`src/rtl/ipd_pkg.sv`:
```
package ipd_pkg;
   // Host byte offsets (the host map depends on these)
   localparam int OFS_DATA = 0;
   localparam int OFS_PTR  = 1;
   localparam int OFS_TEST = 2;
   localparam int OFS_MASK = 3;

   // Per-channel register indexes behind the data port
   localparam int IX_CMD  = 0;
   localparam int IX_GEN  = 1;
   localparam int IX_RALO = 2;
   localparam int IX_RAHI = 3;
   localparam int IX_CTL  = 4;
   localparam int IX_DTIM = 5;
   localparam int IX_CTIM = 6;

   // Pointer byte fields
   localparam int PTR_AUTO_BIT = 7;
   localparam int PTR_CHAN_BIT = 3;

   // Bit positions inside the read-ahead upper register
   localparam int RAHI_EN_BIT  = 7;
   localparam int RAHI_CLR_BIT = 6;

   typedef struct packed {
      logic dma_en;
      logic dev_rst;
      logic iordy_en;
      logic port8;
      logic act_low;
      logic pwr_save;
      logic bm_mode;
      logic io_en;
   } gen_cfg_t;
endpackage

```
`src/rtl/ipd_pointer.sv`:
```
module ipd_pointer #(
   parameter int PTR_W    = 8,
   parameter int IDX_W    = 3,
   parameter int LAST_IDX = 6
) (
   input  logic             clk,
   input  logic             rst_n,
   input  logic             ptr_we,
   input  logic [PTR_W-1:0] ptr_wdata,
   input  logic             data_acc,
   output logic [PTR_W-1:0] ptr_q
);
   import ipd_pkg::*;

   localparam logic [IDX_W-1:0] LAST = IDX_W'(LAST_IDX);

   if (PTR_W <= PTR_AUTO_BIT) begin : g_bad_ptr_w
      $error("ipd_pointer: PTR_W too small for auto-advance bit");
   end
   if (LAST_IDX >= (1 << IDX_W)) begin : g_bad_last
      $error("ipd_pointer: LAST_IDX does not fit in IDX_W bits");
   end

   logic [IDX_W-1:0] idx_next;

   always_comb begin
      if (ptr_q[IDX_W-1:0] >= LAST) idx_next = '0;
      else                          idx_next = ptr_q[IDX_W-1:0] + 1'b1;
   end

   always_ff @(posedge clk) begin
      if (!rst_n) begin
         ptr_q <= '0;
      end else if (ptr_we) begin
         ptr_q <= ptr_wdata;
      end else if (data_acc && ptr_q[PTR_AUTO_BIT]) begin
         ptr_q[IDX_W-1:0] <= idx_next;
      end
   end
endmodule

```
`src/rtl/ipd_chan_bank.sv`:
```
module ipd_chan_bank #(
   parameter int                DATA_W   = 16,
   parameter int                BYTE_W   = 8,
   parameter int                IDX_W    = 3,
   parameter int                RA_W     = 10,
   parameter logic [DATA_W-1:0] CMD_RST  = 16'h01F0,
   parameter logic [DATA_W-1:0] CTL_RST  = 16'h03F6,
   parameter logic [BYTE_W-1:0] GEN_RST  = 8'h01,
   parameter logic [BYTE_W-1:0] DTIM_RST = 8'hF5,
   parameter logic [BYTE_W-1:0] CTIM_RST = 8'hDE
) (
   input  logic              clk,
   input  logic              rst_n,
   input  logic              we,
   input  logic [IDX_W-1:0]  idx,
   input  logic [DATA_W-1:0] wdata,
   output logic [DATA_W-1:0] rd_data,
   output logic [DATA_W-1:0] cmd_base,
   output logic [DATA_W-1:0] ctl_base,
   output logic [BYTE_W-1:0] gen_cfg,
   output logic [BYTE_W-1:0] dtim,
   output logic [BYTE_W-1:0] ctim,
   output logic [RA_W-1:0]   ra_count,
   output logic              ra_en,
   output logic              fifo_clr
);
   import ipd_pkg::*;

   localparam int RA_HI_W = RA_W - BYTE_W;

   if (RA_HI_W < 1 || RA_HI_W > RAHI_CLR_BIT) begin : g_bad_ra_w
      $error("ipd_chan_bank: RA_W must leave 1..6 upper count bits");
   end
   if (DATA_W < BYTE_W) begin : g_bad_data_w
      $error("ipd_chan_bank: DATA_W narrower than BYTE_W");
   end

   logic [DATA_W-1:0]  cmd_q, ctl_q;
   logic [BYTE_W-1:0]  gen_q, dtim_q, ctim_q, ralo_q;
   logic [RA_HI_W-1:0] rahi_q;
   logic               raen_q, clr_q;

   logic hit_cmd, hit_gen, hit_ralo, hit_rahi, hit_ctl, hit_dtim, hit_ctim;

   assign hit_cmd  = (idx == IDX_W'(IX_CMD));
   assign hit_gen  = (idx == IDX_W'(IX_GEN));
   assign hit_ralo = (idx == IDX_W'(IX_RALO));
   assign hit_rahi = (idx == IDX_W'(IX_RAHI));
   assign hit_ctl  = (idx == IDX_W'(IX_CTL));
   assign hit_dtim = (idx == IDX_W'(IX_DTIM));
   assign hit_ctim = (idx == IDX_W'(IX_CTIM));

   always_ff @(posedge clk) begin
      if (!rst_n) begin
         cmd_q  <= CMD_RST;
         ctl_q  <= CTL_RST;
         gen_q  <= GEN_RST;
         dtim_q <= DTIM_RST;
         ctim_q <= CTIM_RST;
         ralo_q <= '0;
         rahi_q <= '0;
         raen_q <= 1'b0;
         clr_q  <= 1'b0;
      end else begin
         clr_q <= we && hit_rahi && wdata[RAHI_CLR_BIT];
         if (we) begin
            if (hit_cmd)  cmd_q  <= wdata;
            if (hit_ctl)  ctl_q  <= wdata;
            if (hit_gen)  gen_q  <= wdata[BYTE_W-1:0];
            if (hit_dtim) dtim_q <= wdata[BYTE_W-1:0];
            if (hit_ctim) ctim_q <= wdata[BYTE_W-1:0];
            if (hit_ralo) ralo_q <= wdata[BYTE_W-1:0];
            if (hit_rahi) begin
               rahi_q <= wdata[RA_HI_W-1:0];
               raen_q <= wdata[RAHI_EN_BIT];
            end
         end
      end
   end

   // Read-ahead registers are write-only; index 7 is empty
   always_comb begin
      rd_data = '0;
      if (hit_cmd)  rd_data = cmd_q;
      if (hit_ctl)  rd_data = ctl_q;
      if (hit_gen)  rd_data = DATA_W'(gen_q);
      if (hit_dtim) rd_data = DATA_W'(dtim_q);
      if (hit_ctim) rd_data = DATA_W'(ctim_q);
   end

   assign cmd_base = cmd_q;
   assign ctl_base = ctl_q;
   assign gen_cfg  = gen_q;
   assign dtim     = dtim_q;
   assign ctim     = ctim_q;
   assign ra_count = {rahi_q, ralo_q};
   assign ra_en    = raen_q;
   assign fifo_clr = clr_q;
endmodule

```
`src/rtl/ipd_irq_ctl.sv`:
```
module ipd_irq_ctl #(
   parameter int NUM_CH = 2,
   parameter int BYTE_W = 8
) (
   input  logic              clk,
   input  logic              rst_n,
   input  logic              test_we,
   input  logic              mask_we,
   input  logic [1:0]        wbits,
   input  logic [NUM_CH-1:0] drv_irq,
   input  logic [NUM_CH-1:0] bm_irq,
   input  logic [NUM_CH-1:0] act_low,
   input  logic              legacy_hdr,
   output logic [BYTE_W-1:0] status_rd,
   output logic [BYTE_W-1:0] mask_rd,
   output logic [NUM_CH-1:0] mask_q,
   output logic              test_mode,
   output logic              legacy_mode,
   output logic [NUM_CH-1:0] irq_out
);
   if (NUM_CH != 2) begin : g_bad_ch
      $error("ipd_irq_ctl: status and mask layout needs exactly two channels");
   end
   if (BYTE_W < 5) begin : g_bad_byte
      $error("ipd_irq_ctl: BYTE_W too narrow for the mask byte");
   end

   logic [1:0] test_q;

   always_ff @(posedge clk) begin
      if (!rst_n) begin
         test_q <= '0;
         mask_q <= '0;
      end else begin
         if (test_we) test_q <= wbits;
         if (mask_we) mask_q <= wbits[NUM_CH-1:0];
      end
   end

   for (genvar c = 0; c < NUM_CH; c++) begin : g_irq
      assign irq_out[c] = ((drv_irq[c] | bm_irq[c]) & ~mask_q[c]) ^ act_low[c];
   end

   assign status_rd   = BYTE_W'({bm_irq[0], drv_irq[0]});
   assign mask_rd     = BYTE_W'({legacy_hdr, bm_irq[1], drv_irq[1], mask_q[1], mask_q[0]});
   assign test_mode   = test_q[0];
   assign legacy_mode = test_q[1];
endmodule

```
`src/rtl/ipd_cfg_bank.sv`:
```
module ipd_cfg_bank #(
   parameter int                NUM_CH    = 2,
   parameter int                DATA_W    = 16,
   parameter int                BYTE_W    = 8,
   parameter int                IDX_W     = 3,
   parameter int                LAST_IDX  = 6,
   parameter int                RA_W      = 10,
   parameter logic [DATA_W-1:0] CMD_RST0  = 16'h01F0,
   parameter logic [DATA_W-1:0] CMD_RST1  = 16'h0170,
   parameter logic [DATA_W-1:0] CTL_RST0  = 16'h03F6,
   parameter logic [DATA_W-1:0] CTL_RST1  = 16'h0376,
   parameter logic [BYTE_W-1:0] GEN_RST   = 8'h01,
   parameter logic [BYTE_W-1:0] DTIM_RST  = 8'hF5,
   parameter logic [BYTE_W-1:0] CTIM_RST  = 8'hDE
) (
   input  logic                     clk,
   input  logic                     rst_n,
   input  logic                     host_wr,
   input  logic                     host_rd,
   input  logic [1:0]               host_addr,
   input  logic [DATA_W-1:0]        host_wdata,
   output logic [DATA_W-1:0]        host_rdata,
   input  logic                     legacy_hdr_i,
   input  logic [NUM_CH-1:0]        drv_irq_i,
   input  logic [NUM_CH-1:0]        bm_irq_i,
   output logic [NUM_CH*DATA_W-1:0] cmd_base_o,
   output logic [NUM_CH*DATA_W-1:0] ctl_base_o,
   output logic [NUM_CH*BYTE_W-1:0] data_tim_o,
   output logic [NUM_CH*BYTE_W-1:0] cmd_tim_o,
   output logic [NUM_CH-1:0]        dma_en_o,
   output logic [NUM_CH-1:0]        dev_rst_o,
   output logic [NUM_CH-1:0]        iordy_en_o,
   output logic [NUM_CH-1:0]        port8_o,
   output logic [NUM_CH-1:0]        irq_act_low_o,
   output logic [NUM_CH-1:0]        pwr_save_o,
   output logic [NUM_CH-1:0]        bm_mode_o,
   output logic [NUM_CH-1:0]        io_en_o,
   output logic [NUM_CH*RA_W-1:0]   ra_count_o,
   output logic [NUM_CH-1:0]        ra_en_o,
   output logic [NUM_CH-1:0]        fifo_clr_o,
   output logic                     test_mode_o,
   output logic                     legacy_mode_o,
   output logic [NUM_CH-1:0]        irq_o
);
   import ipd_pkg::*;

   localparam int PTR_W = BYTE_W;

   if (NUM_CH != 2) begin : g_bad_ch
      $error("ipd_cfg_bank: one pointer bit selects the bank, so NUM_CH must be 2");
   end
   if (BYTE_W != 8) begin : g_bad_byte
      $error("ipd_cfg_bank: pointer layout needs an 8-bit byte");
   end

   logic [PTR_W-1:0]  ptr_q;
   logic [NUM_CH-1:0] irq_mask;
   logic              acc_wr, acc_rd, data_acc, chan_sel;
   logic [BYTE_W-1:0] status_rd, mask_rd;
   logic [DATA_W-1:0] bank_rd [NUM_CH];
   gen_cfg_t          gen_cfg [NUM_CH];

   assign acc_wr   = host_wr;
   assign acc_rd   = host_rd & ~host_wr;
   assign data_acc = (acc_wr | acc_rd) && (host_addr == 2'(OFS_DATA));
   assign chan_sel = ptr_q[PTR_CHAN_BIT];

   ipd_pointer #(
      .PTR_W    (PTR_W),
      .IDX_W    (IDX_W),
      .LAST_IDX (LAST_IDX)
   ) i_ptr (
      .clk       (clk),
      .rst_n     (rst_n),
      .ptr_we    (acc_wr && host_addr == 2'(OFS_PTR)),
      .ptr_wdata (host_wdata[PTR_W-1:0]),
      .data_acc  (data_acc),
      .ptr_q     (ptr_q)
   );

   for (genvar c = 0; c < NUM_CH; c++) begin : g_bank
      logic [BYTE_W-1:0] gen_raw;

      ipd_chan_bank #(
         .DATA_W   (DATA_W),
         .BYTE_W   (BYTE_W),
         .IDX_W    (IDX_W),
         .RA_W     (RA_W),
         .CMD_RST  ((c == 0) ? CMD_RST0 : CMD_RST1),
         .CTL_RST  ((c == 0) ? CTL_RST0 : CTL_RST1),
         .GEN_RST  (GEN_RST),
         .DTIM_RST (DTIM_RST),
         .CTIM_RST (CTIM_RST)
      ) i_bank (
         .clk      (clk),
         .rst_n    (rst_n),
         .we       (acc_wr && host_addr == 2'(OFS_DATA) && chan_sel == 1'(c)),
         .idx      (ptr_q[IDX_W-1:0]),
         .wdata    (host_wdata),
         .rd_data  (bank_rd[c]),
         .cmd_base (cmd_base_o[c*DATA_W +: DATA_W]),
         .ctl_base (ctl_base_o[c*DATA_W +: DATA_W]),
         .gen_cfg  (gen_raw),
         .dtim     (data_tim_o[c*BYTE_W +: BYTE_W]),
         .ctim     (cmd_tim_o[c*BYTE_W +: BYTE_W]),
         .ra_count (ra_count_o[c*RA_W +: RA_W]),
         .ra_en    (ra_en_o[c]),
         .fifo_clr (fifo_clr_o[c])
      );

      assign gen_cfg[c]       = gen_cfg_t'(gen_raw);
      assign dma_en_o[c]      = gen_cfg[c].dma_en;
      assign dev_rst_o[c]     = gen_cfg[c].dev_rst;
      assign iordy_en_o[c]    = gen_cfg[c].iordy_en;
      assign port8_o[c]       = gen_cfg[c].port8;
      assign irq_act_low_o[c] = gen_cfg[c].act_low;
      assign pwr_save_o[c]    = gen_cfg[c].pwr_save;
      assign bm_mode_o[c]     = gen_cfg[c].bm_mode;
      assign io_en_o[c]       = gen_cfg[c].io_en;
   end

   ipd_irq_ctl #(
      .NUM_CH (NUM_CH),
      .BYTE_W (BYTE_W)
   ) i_irq (
      .clk         (clk),
      .rst_n       (rst_n),
      .test_we     (acc_wr && host_addr == 2'(OFS_TEST)),
      .mask_we     (acc_wr && host_addr == 2'(OFS_MASK)),
      .wbits       (host_wdata[1:0]),
      .drv_irq     (drv_irq_i),
      .bm_irq      (bm_irq_i),
      .act_low     (irq_act_low_o),
      .legacy_hdr  (legacy_hdr_i),
      .status_rd   (status_rd),
      .mask_rd     (mask_rd),
      .mask_q      (irq_mask),
      .test_mode   (test_mode_o),
      .legacy_mode (legacy_mode_o),
      .irq_out     (irq_o)
   );

   always_comb begin
      host_rdata = '0;
      if (acc_rd) begin
         case (host_addr)
            2'(OFS_DATA): host_rdata = bank_rd[chan_sel];
            2'(OFS_PTR):  host_rdata = DATA_W'(ptr_q);
            2'(OFS_TEST): host_rdata = DATA_W'(status_rd);
            default:      host_rdata = DATA_W'(mask_rd);
         endcase
      end
   end
endmodule

```
`config.mk`:
```
export PLATFORM = sky130hd
export DESIGN_NAME = ipd_cfg_bank
export DESIGN_NICKNAME = d
export VERILOG_FILES = /design/src/rtl/ipd_pkg.sv /design/src/rtl/ipd_pointer.sv /design/src/rtl/ipd_chan_bank.sv /design/src/rtl/ipd_irq_ctl.sv /design/src/rtl/ipd_cfg_bank.sv
export SDC_FILE = /design/constraint.sdc
export NUM_CORES = 1
export LEC_CHECK = 0
export ABC_CLOCK_PERIOD_IN_PS = 2400
export BUFFER_PORTS_ARGS = -buffer_cell sky130_fd_sc_hd__buf_2
export CAP_MARGIN = 20
export CORE_MARGIN = 2
export CORE_UTILIZATION = 48
export DETAILED_ROUTE_END_ITERATION = 12
export MAX_ROUTING_LAYER = met4
export PLACE_DENSITY = 0.76
export SYNTH_ARGS = -nofsm -noshare
export SYNTH_HDL_FRONTEND = slang
export SYNTH_HIERARCHICAL = 1
export SYNTH_SLANG_ARGS = --single-unit
```
`constraint.sdc`:
```
create_clock -name clk -period 2.4 [get_ports clk]
set_input_delay 0.48 -clock clk [delete_from_list [all_inputs] [get_ports clk]]
set_output_delay 0.48 -clock clk [all_outputs]
set_load 0.01 [all_outputs]
```
==> flow_summary.yaml, run 1 <==
yosys:
  synth_flop_cell: "dfxtp_1"
  synth-edff-count: 0
  yosysUniqueCellTypes: 46
  ys_seq_elements: 148
  avgSynthCellArea_um2: 8.94
  ys_warn_count: 6
  yosysSeqAreaShare: 0.405
  syn_inst: 818
  netlist_area_um2: 7310
  async_flop_share: 0
min_path:
  hold_class: "in2reg"
  hold-path-cell-count: 3
  hp-start: "host_wdata[9]"
clock_tree:
  cts_tree: "yes"
  cts_hold_buf: 0
  clk_latency_ns: 0.42
  clock-root-buffer: "clkbuf_16"
  cts_max_level: 4
  clockBufferDepth: 2
  cts-buffers-inserted: 17
  path_clk_slew_ns: 0.06
  clock_sinks: 148
placed_design:
  place_area_um2: 8360
  dp_hpwl_um: 15400
  place.gp.congestion: 0.944
  io_buffers: 182
  placed_cells: 1156
timing:
  max_slew_margin: 0.653
  drv_slew: 0
  fin_ws_ns: -0.610
  hold_violations: 0
  fin_crit_sh: 1.25
  fmax_mhz: 332
  hold_slack_ns: 0.323
  worstMarginPinSlew_ns: 0.521
  rsz0062_at_grt: "true"
  setup_viol: 13
  finClkSkew_ns: 0.00718
  min_period_ns: 3.01
setup_path:
  critPathMaxStageDelay_ns: 0.45
  end_kind: "primary output"
  critical_path_arrival_ns: 2.53
  required_ns: 1.92
  cpLargestDelayFamily: "multiplexers"
  startpoint: "i_ptr/ptr_q[2]"
  critPathBufInv: 3
  worstSetupPathType: "reg2out"
  crit_chain: "buf_12 > buf_6 > and3b_2 > a2bb2oi_1 > o21ai_1 > mux2_4 > mux4_2 > and2_4 > buf_6"
  path_max_fanout: 8
  start_kind: "flip-flop"
  cp_num_cells: 9
  reg2reg_depth: 5
  crit_top_cell: "buf_6"
  r2r_start: "i_ptr/ptr_q[3]"
  cpMaxStageDelayCell: "mux4_2"
finish:
  nNetsFinal: 1022
  drive_gt1_frac: 0.311
  stdcell_area_um2: 9170
  fill_cells: 1243
  antennaDiodeCount: 0
  stdcell_count: 1194
  area_growth_pct: 25.4
detailed_routing:
  vias: 6652
  routed_wl_um: 22400
  drt_first_iter_violations: 724
  drc_errors: 0
  dr.pass1.iters: 5
  detail_route.wl_per_cell_um: 18.7
  detail-route-antenna-nets: 0
  vias_per_cell: 5.57
die:
  pin_count: 183
  row_count: 45
  core_um2: 15000
  initial_utilization: 0.487
  fp.dieH_um: 127
  die_w_um: 127
  die-area_um2: 16200
run_status:
  failed_checks: "negative setup slack"
  outcome: "finished with violations"
pwr:
  p_sw_frac: 0.242
  pwr-share-seq: 0.443
  power.leakage_nw: 3.81
  powerDensity_nw_per_um2: 616
  ir_drop_mv: 0.431
  switching_power_mw: 1.37
  power_frac_comb: 0.086
  internal_power_mw: 4.28
  power_mw: 5.65
  pwr-share-clk: 0.471
grt:
  grt_max_degree: 54
  grt_pass1_wl_um: 34400
  grtUsageTotal: 0.281
  grt_overflow: 0
  grt_pass1_vias: 6001
  antenna_found_initial: 0
job:
  drv_cap: 0
==> power groups by stage <==
stage                     logic (mW)  registers [mW]  clock network [mW]
after floorplan                0.300            2.56                   0
after global placement         0.454            2.56                   0
after detailed placement       0.460            2.56                   0
after CTS                      0.474            2.50                2.69
after global routing           0.521            2.50                2.82
final                          0.487            2.50                2.66
==> Yosys cell counts (3+ instances only) <==
cell type,n,share of area
a21boi_0,37,0.038
a21boi_1,11,0.011
a21o_1,3,0.0031
a2bb2oi_1,4,0.0048
and2_1,7,0.0060
and4b_1,4,0.0055
and4bb_2,6,0.010
buf_2,17,0.012
buf_4,26,0.027
buf_6,10,0.015
clkbuf_1,22,0.011
clkbuf_2,4,0.0027
dfxtp_1,148,0.41
mux2_4,7,0.014
mux2i_1,104,0.14
mux4_2,7,0.022
nand2_1,211,0.11
nand3_1,50,0.034
nand4b_1,6,0.0072
nor2_1,32,0.016
nor2b_1,47,0.040
o21ai_0,8,0.0055
o221ai_1,10,0.012
==> cell type report <==
| type | count | area (um^2) | share of cell area |
|---|---|---|---|
| Multi-Input combinational cell | 597 | 3960 | 0.431 |
| Sequential cell | 148 | 2970 | 0.324 |
| Timing Repair Buffer | 228 | 1400 | 0.152 |
| Clock buffer | 20 | 489 | 0.0533 |
| Tap cell | 188 | 235 | 0.0257 |
| Clock inverter | 12 | 118 | 0.0128 |
| Inverter | 1 | 3.75 | 0.000409 |
==> cells by family after synthesis <==
group | share of synthesized area
xor+xnor | 0.00240
fa+ha+maj | 0.00342
simple gates | 0.255
mux | 0.178
flops | 0.405
other cells | 0.000513
compound gates | 0.0871
buf+inv | 0.0688
==> cell usage in the layout (no fill, tap or decap), drive strengths merged, types with 3 or more instances in the layout <==
cell type,netlist,layout
a21boi,48,48
a21o,3,3
a2bb2oi,4,4
and2,7,7
and4b,4,4
and4bb,6,6
buf,54,227
clkbuf,26,21
clkinvlp,0,7
conb,1,9
dfxtp,148,148
inv,1,3
mux2,7,7
mux2i,104,104
mux4,7,7
nand2,211,211
nand3,50,50
nand4b,6,6
nor2,34,34
nor2b,47,47
nor4b,3,3
o21ai,8,8
o221ai,10,10
==> flip-flops by register name (all words and copies together), names as in the netlist <==
name and flops:
g_bank.i_bank/ctim 16, i_ptr/ptr_q 8, i_irq/mask_q 2, g_bank.i_bank/gen_cfg 16
g_bank.i_bank/cmd_base 32, g_bank.i_bank/ralo_q 16, g_bank.i_bank/ctl_base 32, i_irq/test_q 2
g_bank.i_bank/fifo_clr 2, g_bank.i_bank/rahi_q 4, g_bank.i_bank/dtim 16, g_bank.i_bank/ra_en 2
==> repair_timing <==
action                                  CTS  global route
buffers inserted                          5             0
endpoints found under the setup margin   16            16
gates resized for setup                  13            14
cloned                                    0             1
pin swaps                                 7             5
==> routing by layer <==
metal	vias up	part of all wire	global-route usage
met3	34	0.092	0.0611
met5	-	0	-
met1	3167	0.45	0.396
met4	0	0.019	0.0853
met2	334	0.44	0.405
li1	3117	-	-
==> stage by stage <==
step	util	setup TNS [ns]	worst slack, ns
6_report	0.610	-4.50	-0.610
5_1_grt	0.610	-5.68	-0.664
4_1_cts	0.604	-4.51	-0.589
3_5_place_dp	0.556	-2.20	-0.328
3_3_place_gp	0.556	-1.66	-0.238
2_1_floorplan	-	-0.0595	-0.0155
==> final timing paths <==
| check | to | slack [ns] |
|---|---|---|
| worst max-delay path | host_rdata[7] | -0.61 |
| worst min-delay path | g_bank[0].i_bank/ctl_base[9] | 0.32 |
| worst max register to register | g_bank[1].i_bank/cmd_base[3] | 0.48 |
| worst min register to register | g_bank[0].i_bank/cmd_base[12] | 0.48 |
==> tightest hold or removal path, cell delays in order <==
cell and delay, ns:
buf_2 0.12, nand2_1 0.05, nand3_1 0.07
Power figures use the tool's default switching activity.
==> run 2: changes to the inputs <==
- CTS_CLUSTER_SIZE: not set -> 8
- PLACE_DENSITY: 0.76 -> 0.82
==> run 2 against run 1 <==
  * Total power grew 6.3%
  * Largest power group unchanged
  * The run still ends with negative setup slack left
  * Clock skew grew 0.0036 ns
  * Global-route usage grew 0.57 points
  * Worst hold slack gained 0.0096 ns
  * Design area grew 2.3%
  * Worst setup slack gained 0.036 ns
  * Clock power grew 13%
  * Largest cell class unchanged
  * Sequential share of layout area shrank 0.71 points
  * Maximum frequency grew 1.2%
  * Die area is the same
  * Critical path depth shrank 1
  * Routed wire length grew 2.8%
==> flow_summary.yaml, run 2 (synthesis results as in run 1) <==
finish:
  final_cell_mix: "nand2_1, buf_2, dfxtp_1, mux2i_1, nand3_1"
  layout_commonest_cell: "nand2_1"
  antennaDiodeCount: 0
  area_growth_pct: 28.2
  drive_gt1_frac: 0.321
  fill_cells: 1204
  stdcell_count: 1199
  nNetsFinal: 1027
clock_tree:
  clock-root-buffer: "clkbuf_16"
  clockBufferDepth: 2
  cts_max_level: 4
  path_clk_slew_ns: 0.06
  cts_tree: "yes"
  cts-buffers-inserted: 17
  clk_latency_ns: 0.43
  cts_hold_buf: 0
  clock_sinks: 148
timing:
  setup_viol: 16
  drv_slew: 0
  fmax_mhz: 336
  min_period_ns: 2.97
  hold_violations: 0
  hold_slack_ns: 0.333
  worstMarginPinSlew_ns: 0.513
  fin_crit_sh: 1.24
  rsz0062_at_grt: "true"
  fin_ws_ns: -0.574
  max_slew_margin: 0.658
  finClkSkew_ns: 0.0108
setup_path:
  required_ns: 1.92
  critical_path_arrival_ns: 2.49
  r2r_start: "i_ptr/ptr_q[2]"
  setup.worst_path.end: "host_rdata[7]"
  path_max_fanout: 5
  start_kind: "flip-flop"
  r2r_slack_ns: 0.38
  r2r-end: "g_bank[0].i_bank/cmd_base[12]"
  reg2reg_depth: 8
  end_kind: "primary output"
  worstSetupPathType: "reg2out"
  startpoint: "i_ptr/ptr_q[2]"
die:
  die-area_um2: 16200
  row_count: 45
  initial_utilization: 0.487
  pin_count: 183
  core_um2: 15000
  die_w_um: 127
  fp.dieH_um: 127
min_path:
  hold_class: "in2reg"
  hold-path-cell-count: 3
grt:
  grt_max_degree: 72
  grt_pass1_vias: 6260
  grt_overflow: 0
  grt_pass1_wl_um: 34900
  grtUsageTotal: 0.287
  antenna_found_initial: 0
detailed_routing:
  routed_wl_um: 23000
  detail-route-antenna-nets: 0
  dr.pass1.iters: 5
  detail_route.wl_per_cell_um: 19.2
  vias: 6895
  drt_first_iter_violations: 546
  drc_errors: 0
  vias_per_cell: 5.75
placed_design:
  pre_cts_slack_ns: -0.322
  place.gp.congestion: 0.967
  dp_hpwl_um: 15600
  io_buffers: 182
  placed_cells: 1153
job:
  drv_cap: 0
pwr:
  powerDensity_nw_per_um2: 641
  ir_drop_mv: 0.487
  power.leakage_nw: 3.90
run_status:
  outcome: "finished with violations"
  failed_checks: "negative setup slack"
-- run 2: cell type report --
cell class	instances	area, um^2	area share
clock buffer	21	472	0.0503
clock inverter	11	198	0.0211
timing repair buffer	233	1500	0.160
inverter	1	3.75	0.000400
multi-input combinational	597	4000	0.426
sequential	148	2970	0.317
tap	188	235	0.0251
-- run 2: how the worst min path moves through the flow --
stage,endpoint,slack [ns],from
5_1_grt,g_bank[1].i_bank/cmd_base[12],0.35,host_wdata[12]
6_report,g_bank[1].i_bank/ctl_base[9],0.33,host_wdata[9]
3_3_place_gp,g_bank[0].i_bank/cmd_base[15],0.46,g_bank[0].i_bank/cmd_base[15]
3_5_place_dp,g_bank[1].i_bank/cmd_base[9],0.47,g_bank[1].i_bank/cmd_base[9]
2_1_floorplan,i_ptr/ptr_q[4],0.48,i_ptr/ptr_q[4]
4_1_cts,g_bank[1].i_bank/cmd_base[9],0.32,host_wdata[9]
-- run 2: where the power goes --
group          total [mW]  switching [mW]  leakage, nW  internal [mW]
registers            2.51          0.0276         1.20           2.48
clock network        3.00            1.06        0.311           1.94
logic               0.506           0.273         2.39          0.233
-- run 2: layer usage --
| metal | GRT usage | vias to the layer above | share of wire |
|---|---|---|---|
| li1 | - | 3122 | - |
| met1 | 0.374 | 3249 | 0.42 |
| met2 | 0.419 | 438 | 0.44 |
| met3 | 0.0595 | 86 | 0.095 |
| met4 | 0.154 | 0 | 0.050 |
| met5 | - | - | 0 |
-- run 2: timing repair --
item / CTS / global route
setup endpoints to repair: 16 / 16
resized for setup: 28 / 20
pin swaps: 13 / 11
gates cloned: 1 / 1
buffers inserted: 9 / 3
-- run 2: critical path: stages, from the launching register on --
cell	delay [ns]
dfxtp_4	0.42
buf_8	0.16
mux2i_4	0.23
a2bb2oi_2	0.16
o21ai_1	0.09
mux2_4	0.27
mux4_2	0.47
and2_4	0.15
buf_6	0.11
-- run 2: metrics by stage --
stage                     TNS (ns)  power [mW]  utilization  instance area, um^2
final                        -5.66        6.01        0.624                 9380
after global routing         -6.73        6.16        0.624                 9380
after CTS                    -4.27        6.00        0.615                 9250
after detailed placement     -1.96        3.02        0.554                 8320
after global placement       -1.55        3.01        0.554                 8320
after floorplan            -0.0595        2.86            -                 7430
==> run 3: changes to the inputs <==
- SETUP_SLACK_MARGIN: not set -> 0.3
- SKIP_CTS_REPAIR_TIMING: not set -> 1
==> run 3 against run 2 <==
  * The flow still finishes with violations (negative setup slack)
  * Sequential cell count stayed put
  * Total power shrank 1.4%
  * Sequential share of layout area about the same
  * Die area stayed put
  * Via count shrank 2.3%
  * Register-to-register slack got worse by 0.05 ns
  * Routed wire length rose by 0.25%
  * Combinational power decreased by 1%
  * Count of clock-buffer cells in the layout did not move
  * Largest cell class unchanged
  * First-iteration DRC count grew 19%
  * Worst hold slack improved by 0.0062 ns
==> flow_summary.yaml, run 3 (synthesis results as in run 1) <==
run_status:
  outcome: "finished with violations"
  failed_checks: "negative setup slack"
grt:
  grt_overflow: 0
  antenna_found_initial: 1
  grt_pass1_vias: 6019
  globalRouteMet3Util: 0.0490
  grt_pass1_wl_um: 34000
  grt_util_met1: 0.370
  grt-busiest-layer: "met2"
  grtUsageTotal: 0.277
  met2_usage: 0.417
  grt_max_degree: 87
pwr:
  ir_drop_mv: 0.483
  powerDensity_nw_per_um2: 632
  power.leakage_nw: 3.90
clock_tree:
  clk_latency_ns: 0.42
  clock-root-buffer: "clkbuf_16"
  cts-buffers-inserted: 17
  path_clk_slew_ns: 0.06
  clockBufferDepth: 2
  cts_tree: "yes"
  clock_sinks: 148
  cts_max_level: 4
die:
  row_count: 45
  fp.dieH_um: 127
  die_w_um: 127
  initial_utilization: 0.487
  core_um2: 15000
  pin_count: 183
  die-area_um2: 16200
finish:
  fill_cells: 1206
  area_growth_pct: 28.1
  final_cell_mix: "nand2_1, buf_2, dfxtp_1, mux2i_1, nand3_1"
  antennaDiodeCount: 0
  stdcell_count: 1201
  drive_gt1_frac: 0.324
  stdcell_area_um2: 9370
  layout_commonest_cell: "nand2_1"
  nNetsFinal: 1029
  final_util: 0.623
detailed_routing:
  dr.pass1.iters: 5
  vias_per_cell: 5.61
  detail-route-antenna-nets: 0
  detail_route.wl_per_cell_um: 19.2
  drt_first_iter_violations: 650
  drc_errors: 0
  routed_wl_um: 23100
  vias: 6738
placed_design:
  place_area_um2: 8330
  io_buffers: 182
  place.gp.congestion: 0.947
  placed_cells: 1154
  dp_hpwl_um: 15500
setup_path:
  path_max_fanout: 5
  end_kind: "primary output"
  required_ns: 1.92
  reg2reg_depth: 8
  worstSetupPathType: "reg2out"
  r2r-end: "g_bank[1].i_bank/cmd_base[8]"
  critical_path_arrival_ns: 2.51
  start_kind: "flip-flop"
  r2r_start: "i_ptr/ptr_q[2]"
  r2r_slack_ns: 0.33
timing:
  fmax_mhz: 334
  fin_ws_ns: -0.594
  worstMarginPinSlew_ns: 0.520
  drv_slew: 0
  setup_viol: 16
  finClkSkew_ns: 0.00764
  hold_violations: 0
  rsz0062_at_grt: "true"
  fin_crit_sh: 1.25
  min_period_ns: 2.99
  fin_tns_setup_ns: -4.55
  max_slew_margin: 0.654
min_path:
  hold-path-cell-count: 3
  hold_class: "in2reg"
  hp-start: "host_wdata[11]"
  hold-path-endpoint: "g_bank[1].i_bank/cmd_base[11]"
job:
  drv_cap: 0
-- run 3: cell types whose count changed in the layout (fill, tap and decap cells not counted), moves of 2 or more --
| cell | change |
|---|---|
| buf_12 | +2 |
| buf_16 | -2 |
| buf_8 | -3 |
| o221ai_1 | +2 |
| buf_6 | +2 |
| mux2i_4 | +2 |
| o221ai_2 | -2 |
-- run 3: how the worst max path moves through the flow --
stage	startpoint	endpoint	slack (ns)	cells past startpoint
after floorplan	i_ptr/ptr_q[2]	host_rdata[7]	-0.02	9
after global placement	i_ptr/ptr_q[2]	host_rdata[4]	-0.21	7
after detailed placement	i_ptr/ptr_q[2]	host_rdata[4]	-0.29	7
after CTS	i_ptr/ptr_q[2]	host_rdata[4]	-0.74	7
after global routing	i_ptr/ptr_q[2]	host_rdata[7]	-0.67	9
final	i_ptr/ptr_q[2]	host_rdata[0]	-0.59	9
-- run 3: per-stage QoR --
step	worst slack, ns	total power, mW	hold slack (ns)
6_report	-0.594	5.93	0.339
5_1_grt	-0.667	6.06	0.338
4_1_cts	-0.737	5.89	0.329
3_5_place_dp	-0.288	3.02	0.459
3_3_place_gp	-0.209	3.01	0.454
2_1_floorplan	-0.0155	2.86	0.477
-- run 3: metal layers --
layer  part of all wire  up-vias
met2               0.46      380
met1               0.41     3193
met3              0.095       44
met5                  0        -
met4              0.030        0
li1                   -     3121
-- run 3: power breakdown --
part	switching, mW	internal [mW]
clock network	1.06	1.86
logic	0.271	0.229
registers	0.0258	2.48
total	1.36	4.56
-- run 3: critical path: stages, from the launching register on --
cell	delay, ns
dfxtp_4	0.38
buf_12	0.13
buf_12	0.12
buf_6	0.10
mux2i_2	0.19
o221ai_1	0.16
mux2_4	0.31
mux4_2	0.45
and2_4	0.15
buf_6	0.11
-- run 3: cell type report --
cell class | instances | area [um^2] | share of cell area
sequential | 148 | 2970 | 0.317
tap | 188 | 235 | 0.0251
clock buffer | 21 | 482 | 0.0514
clock inverter | 11 | 173 | 0.0184
timing repair buffer | 235 | 1500 | 0.160
inverter | 1 | 3.75 | 0.000400
multi-input combinational | 597 | 4010 | 0.428
